===== config.mk =====
export PLATFORM = sky130hd
export DESIGN_NAME = evt_irq_unit
export DESIGN_NICKNAME = d
export VERILOG_FILES = /design/src/rtl/evt_irq_pkg.sv /design/src/rtl/evt_tick_gen.sv /design/src/rtl/evt_reply_store.sv /design/src/rtl/evt_rsp_seq.sv /design/src/rtl/evt_irq_unit.sv
export SDC_FILE = /design/constraint.sdc
export NUM_CORES = 1
export LEC_CHECK = 0
export BUFFER_PORTS_ARGS = -buffer_cell sky130_fd_sc_hd__buf_2
export CAP_MARGIN = 5
export CORE_UTILIZATION = 35
export CTS_CLUSTER_SIZE = 14
export DETAILED_ROUTE_END_ITERATION = 16
export PLACE_DENSITY = 0.58
export SYNTH_ARGS = -nofsm -noshare
export SYNTH_HDL_FRONTEND = slang
export SYNTH_SLANG_ARGS = --single-unit

===== constraint.sdc =====
create_clock -name clk -period 4.4 [get_ports clk]
set_input_delay 0.44 -clock clk [delete_from_list [all_inputs] [get_ports clk]]
set_output_delay 0.44 -clock clk [all_outputs]
set_load 0.02 [all_outputs]

===== src/rtl/evt_irq_pkg.sv =====
package evt_irq_pkg;
  localparam int EVT_W    = 8;
  localparam int BIT_AUTO = 2;
  localparam int BIT_BUS  = 4;
  localparam int BIT_TICK = 7;
  localparam logic [EVT_W-1:0] BUS_GRP  = EVT_W'((1 << BIT_BUS) | (1 << BIT_AUTO));
  localparam logic [EVT_W-1:0] MASK_RST = EVT_W'((1 << BIT_BUS) | (1 << BIT_TICK));
  localparam logic OP_ACK  = 1'b0;
  localparam logic OP_MASK = 1'b1;
  typedef enum logic {SEQ_IDLE, SEQ_SEND} seq_state_e;
endpackage


===== src/rtl/evt_tick_gen.sv =====
module evt_tick_gen #(
  parameter int TICK_CYCLES = 100_000_000
) (
  input  logic clk,
  input  logic rst_n,
  output logic tick_o
);
  localparam int TW = (TICK_CYCLES > 1) ? $clog2(TICK_CYCLES) : 1;
  localparam logic [TW-1:0] LIM = TW'(TICK_CYCLES - 1);

  logic [TW-1:0] cnt_q;

  assign tick_o = (cnt_q == LIM);

  // deadline-based: reload is unconditional, independent of servicing
  always_ff @(posedge clk) begin
    if (!rst_n)      cnt_q <= '0;
    else if (tick_o) cnt_q <= '0;
    else             cnt_q <= cnt_q + 1'b1;
  end
endmodule


===== src/rtl/evt_reply_store.sv =====
module evt_reply_store #(
  parameter int W     = 8,
  parameter int DEPTH = 8
) (
  input  logic                           clk,
  input  logic                           rst_n,
  input  logic                           wr_en,
  input  logic [W-1:0]                   wr_data,
  input  logic                           clr,
  input  logic [((DEPTH>1)?$clog2(DEPTH):1)-1:0] rd_addr,
  output logic [W-1:0]                   rd_data,
  output logic [$clog2(DEPTH+1)-1:0]     count_o
);
  localparam int AW = (DEPTH > 1) ? $clog2(DEPTH) : 1;
  localparam int CW = $clog2(DEPTH + 1);

  logic [W-1:0]  mem [DEPTH];
  logic [CW-1:0] cnt_q;
  logic          full;

  assign full    = (cnt_q == CW'(DEPTH));
  assign count_o = cnt_q;
  assign rd_data = mem[rd_addr];

  always_ff @(posedge clk) begin
    if (wr_en && !full) mem[AW'(cnt_q)] <= wr_data;
  end

  always_ff @(posedge clk) begin
    if (!rst_n)              cnt_q <= '0;
    else if (clr)            cnt_q <= '0;
    else if (wr_en && !full) cnt_q <= cnt_q + 1'b1;
  end
endmodule


===== src/rtl/evt_rsp_seq.sv =====
module evt_rsp_seq
  import evt_irq_pkg::*;
#(
  parameter int W     = 8,
  parameter int DEPTH = 8
) (
  input  logic                           clk,
  input  logic                           rst_n,
  input  logic                           start,
  input  logic [W-1:0]                   hdr_i,
  input  logic [$clog2(DEPTH+1)-1:0]     nbytes_i,
  output logic [((DEPTH>1)?$clog2(DEPTH):1)-1:0] rd_addr,
  input  logic [W-1:0]                   rd_data,
  output logic                           rsp_valid,
  input  logic                           rsp_ready,
  output logic [W-1:0]                   rsp_data,
  output logic                           rsp_last,
  output logic                           busy_o
);
  localparam int AW = (DEPTH > 1) ? $clog2(DEPTH) : 1;
  localparam int CW = $clog2(DEPTH + 1);

  seq_state_e    state_q;
  logic [CW-1:0] idx_q;
  logic [CW-1:0] last_q;
  logic [W-1:0]  hdr_q;

  assign busy_o    = (state_q == SEQ_SEND);
  assign rsp_valid = busy_o;
  assign rsp_last  = (idx_q == last_q);
  assign rd_addr   = AW'(idx_q - 1'b1);
  assign rsp_data  = (idx_q == '0) ? hdr_q : rd_data;

  always_ff @(posedge clk) begin
    if (!rst_n) begin
      state_q <= SEQ_IDLE;
      idx_q   <= '0;
      last_q  <= '0;
      hdr_q   <= '0;
    end else begin
      case (state_q)
        SEQ_IDLE: if (start) begin
          state_q <= SEQ_SEND;
          idx_q   <= '0;
          last_q  <= nbytes_i;
          hdr_q   <= hdr_i;
        end
        SEQ_SEND: if (rsp_ready) begin
          if (idx_q == last_q) state_q <= SEQ_IDLE;
          else                 idx_q   <= idx_q + 1'b1;
        end
        default: state_q <= SEQ_IDLE;
      endcase
    end
  end
endmodule


===== src/rtl/evt_irq_unit.sv =====
module evt_irq_unit
  import evt_irq_pkg::*;
#(
  parameter int TICK_CYCLES = 100_000_000,
  parameter int REPLY_DEPTH = 8,
  parameter int ARGC_W      = 3
) (
  input  logic              clk,
  input  logic              rst_n,
  input  logic [EVT_W-1:0]  evt_i,
  input  logic              rpl_valid,
  output logic              rpl_ready,
  input  logic [EVT_W-1:0]  rpl_data,
  input  logic              rpl_last,
  input  logic              rpl_auto,
  input  logic              cmd_valid,
  output logic              cmd_ready,
  input  logic              cmd_op,
  input  logic [ARGC_W-1:0] cmd_argc,
  input  logic [EVT_W-1:0]  cmd_arg,
  output logic              rsp_valid,
  input  logic              rsp_ready,
  output logic [EVT_W-1:0]  rsp_data,
  output logic              rsp_last,
  output logic              irq_n
);
  localparam int AW = (REPLY_DEPTH > 1) ? $clog2(REPLY_DEPTH) : 1;
  localparam int CW = $clog2(REPLY_DEPTH + 1);

  logic [EVT_W-1:0] pend_q, mask_q, pend_set, pend_clr;
  logic             tick_pulse, seq_busy, cmd_fire, ack_ok, mask_wr;
  logic             bus_path, rpl_fire, rpl_done;
  logic [AW-1:0]    rd_addr;
  logic [EVT_W-1:0] rd_data, hdr;
  logic [CW-1:0]    store_cnt;

  evt_tick_gen #(.TICK_CYCLES(TICK_CYCLES)) u_tick (
    .clk(clk), .rst_n(rst_n), .tick_o(tick_pulse)
  );

  assign bus_path  = pend_q[BIT_BUS];
  assign cmd_ready = !seq_busy;
  assign cmd_fire  = cmd_valid && cmd_ready;
  assign ack_ok    = cmd_fire && (cmd_op == OP_ACK)  && (cmd_argc == ARGC_W'(0));
  assign mask_wr   = cmd_fire && (cmd_op == OP_MASK) && (cmd_argc == ARGC_W'(1));
  assign rpl_ready = !bus_path && !seq_busy;
  assign rpl_fire  = rpl_valid && rpl_ready;
  assign rpl_done  = rpl_fire && rpl_last;

  evt_reply_store #(.W(EVT_W), .DEPTH(REPLY_DEPTH)) u_store (
    .clk(clk), .rst_n(rst_n),
    .wr_en(rpl_fire), .wr_data(rpl_data),
    .clr(ack_ok && bus_path),
    .rd_addr(rd_addr), .rd_data(rd_data), .count_o(store_cnt)
  );

  assign hdr = bus_path ? (pend_q & BUS_GRP) : pend_q;

  evt_rsp_seq #(.W(EVT_W), .DEPTH(REPLY_DEPTH)) u_seq (
    .clk(clk), .rst_n(rst_n),
    .start(ack_ok), .hdr_i(hdr),
    .nbytes_i(bus_path ? store_cnt : CW'(0)),
    .rd_addr(rd_addr), .rd_data(rd_data),
    .rsp_valid(rsp_valid), .rsp_ready(rsp_ready),
    .rsp_data(rsp_data), .rsp_last(rsp_last),
    .busy_o(seq_busy)
  );

  always_comb begin
    pend_clr = '0;
    if (ack_ok) pend_clr = bus_path ? BUS_GRP : '1;
    pend_set = evt_i;
    if (tick_pulse) pend_set[BIT_TICK] = 1'b1;
    if (rpl_done) begin
      pend_set[BIT_BUS] = 1'b1;
      if (rpl_auto) pend_set[BIT_AUTO] = 1'b1;
    end
  end

  // set applied after clear: a same-cycle event survives the acknowledge
  always_ff @(posedge clk) begin
    if (!rst_n) begin
      pend_q <= '0;
      mask_q <= MASK_RST;
    end else begin
      pend_q <= (pend_q & ~pend_clr) | pend_set;
      if (mask_wr) mask_q <= cmd_arg;
    end
  end

  assign irq_n = ~|(pend_q & mask_q);
endmodule


==> out/metrics.yaml <==
status: "complete, no violations"
cts.sinks: 128
period_share: 0.699
drc: 0
coreArea_um2: 15100
ys_ff_latch: 128
dp.cells: 681
cts_root_buf: "clkbuf_16"
synth_top_flop_cell: "edfxtp_1"
finalNetCount: 552
synth-compound-area-share: 0.0871
tightest_slew_ns: 0.886
num_io_pins: 48
syn-cell-area_um2: 5430
post-place-ws_ns: 1.76
final_util: 0.424
syn_area_per_cell_um2: 11.6
vdd_ir_drop_max_v: 0.000263
dr.pass1.iters: 4
setup_ws_ns: 1.32
critPathArrivalTime_ns: 2.64
met3_usage: 0.0409
place.gp.congestion: 0.783
synth_top_family_by_area: "simple AND/OR/NAND/NOR gates"
antennaDiodeCount: 0
cts_tree: "yes"
gr-usage-met1: 0.195
yosys.area_share.simple: 0.151
grt_pass1_wl_mm: 19.4
crit_type: "register to output port"
cts.repair.resized: 0
start_util: 0.358
setup_violations: 0
placement.io_buffers: 47
synthXorXnorAreaFrac: 0.0290
finClkSkew_ns: 0.0114
drt_iter0_markers: 257
yosys_warnings: 0
rows: 45
grt_max_degree: 30
die_h_um: 127
grt_usage: 0.158
die_w_um: 127
final_cells: 713
clk_pin_slew_ns: 0.06
worst-path-max-fanout: 17
cts_setup_buffers: 0
hold_buffers: 0
tns_ns: 0
synth_adder_area_share: 0.0115
drive_above_1_share: 0.198
wirelength_mm: 11.8
clock_latency_ns: 0.41
required_ns: 3.96
viasPerCell: 5.29
design_area_um2: 6420
drv_slew: 0
r2r_cells: 3
power_leakage_nw: 2.14
rsz0062_at_grt: "no"
synth_cell_type_count: 42
antenna_found_initial: 0
max_cap_viol_count: 0
start_kind: "register"
synth_mux_area_frac: 0.101
timing.slew.headroom: 0.409
synth_edf_count: 64
gr-total-overflow: 0
timing.fmax_mhz: 325
first_global_vias: 3790
vias: 3771
grt.busiest_layer: "met2"
cellPowerDensity_nw_per_um2: 430
ant_nets: 0
hold_viol: 0
syn_to_final_growth_pct: 18.3
synthArstFlopShare: 0
min_path_cells: 3
end_kind: "output port"
dpl_cell_area_um2: 5830
syn-num-nets: 509
ys_seq_area_frac: 0.590
hold_path_class: "input pin to register"
finalCriticalPeriod_ns: 3.08
place_hpwl_mm: 8.08
netlist_instances: 469
htreeDepth: 4
clock_tree.buffer_depth: 2
met2_usage: 0.262
dieArea_um2: 16000
wire_per_inst_um: 16.5
cts_buffers: 17
worst paths after layout:
kind	start	endpoint	slack, ns
max reg2reg	pend_q[4]	u_store.mem[2][4]	1.87
min reg2reg	u_tick.cnt_q[0]	u_tick.cnt_q[0]	0.47
min	cmd_arg[4]	mask_q[4]	0.25
max	u_seq.idx_q[1]	rsp_data[4]	1.32
area by class of cell:
cell class                 instances  area, µm²
inverter                          15       56.3
fill                            1384       8720
clock inverter                    14        165
sequential                       128       3200
multi-input combinational        299       2070
timing repair buffer              51        265
tap                              188        235
clock buffer                      18        429
critical path: stages, from the launching register on:
cell and delay (ns):
dfxtp_1 0.41, inv_1 0.07, ha_1 0.80, mux4_2 0.39, mux2i_1 0.08, o211ai_1 0.26
buf_2 0.22
flip-flops by register name (all words and copies together) (netlist names):
| name | flops |
|---|---|
| u_seq.hdr_q | 8 |
| mask_q | 8 |
| u_tick.cnt_q | 27 |
| u_seq.last_q | 4 |
| u_seq.busy_o | 1 |
| pend_q | 8 |
| u_store.mem | 64 |
| u_seq.idx_q | 4 |
| u_store.count_o | 4 |
cells by family after synthesis:
family | Yosys count
fa+ha+maj | 5
mux | 35
buf+inv | 42
compound gates | 83
flops | 128
xor+xnor | 18
simple gates | 158
per-stage QoR:
stage          power, mW  hold slack, ns
2_1_floorplan       1.35           0.430
3_3_place_gp        1.39           0.444
3_5_place_dp        1.40           0.457
4_1_cts             2.79           0.242
5_1_grt             2.86           0.241
6_report            2.76           0.249
synth_stat cells, drive strengths merged (10+ instances only):
cell    count  area (µm²)
clkbuf     19        71.3
edfxtp     64        1920
mux2i      19         190
a21oi      35         175
nand4      10        77.6
mux4       16         360
inv        15        56.3
o211ai     10        75.1
or3        11        71.3
dfxtp      64        1280
nand2      38         143
o21ai      25         125
nor2       34         128
xor2       11        96.3
nand3      28         140
placed cells by master (no fill, tap or decap), types with 5 or more instances in the layout:
master / Yosys / layout
or3_1: 9 / 9
nand3_1: 28 / 28
dfxtp_1: 64 / 64
inv_1: 15 / 15
xnor2_1: 7 / 7
buf_2: 2 / 47
nand2_1: 38 / 38
nor2_1: 34 / 34
mux4_2: 16 / 16
xor2_1: 11 / 11
a21oi_1: 35 / 35
o21ai_0: 25 / 25
nand4_1: 9 / 9
nor3_1: 6 / 6
o211ai_1: 10 / 10
clkbuf_16: 0 / 17
mux2i_1: 19 / 19
edfxtp_1: 64 / 64
ha_1: 5 / 5
or4_1: 7 / 7
metal layers:
metal	vias up	routed length, µm
met1	1842	5240
met3	15	571
li1	1824	-
met4	0	286
met5	-	0
met2	90	5700
where the power goes:
part,switching (mW),internal [mW]
Combinational,0.0532,0.0298
Sequential,0.0147,1.27
Clock,0.507,0.887
(Power assumes the default switching activity.)
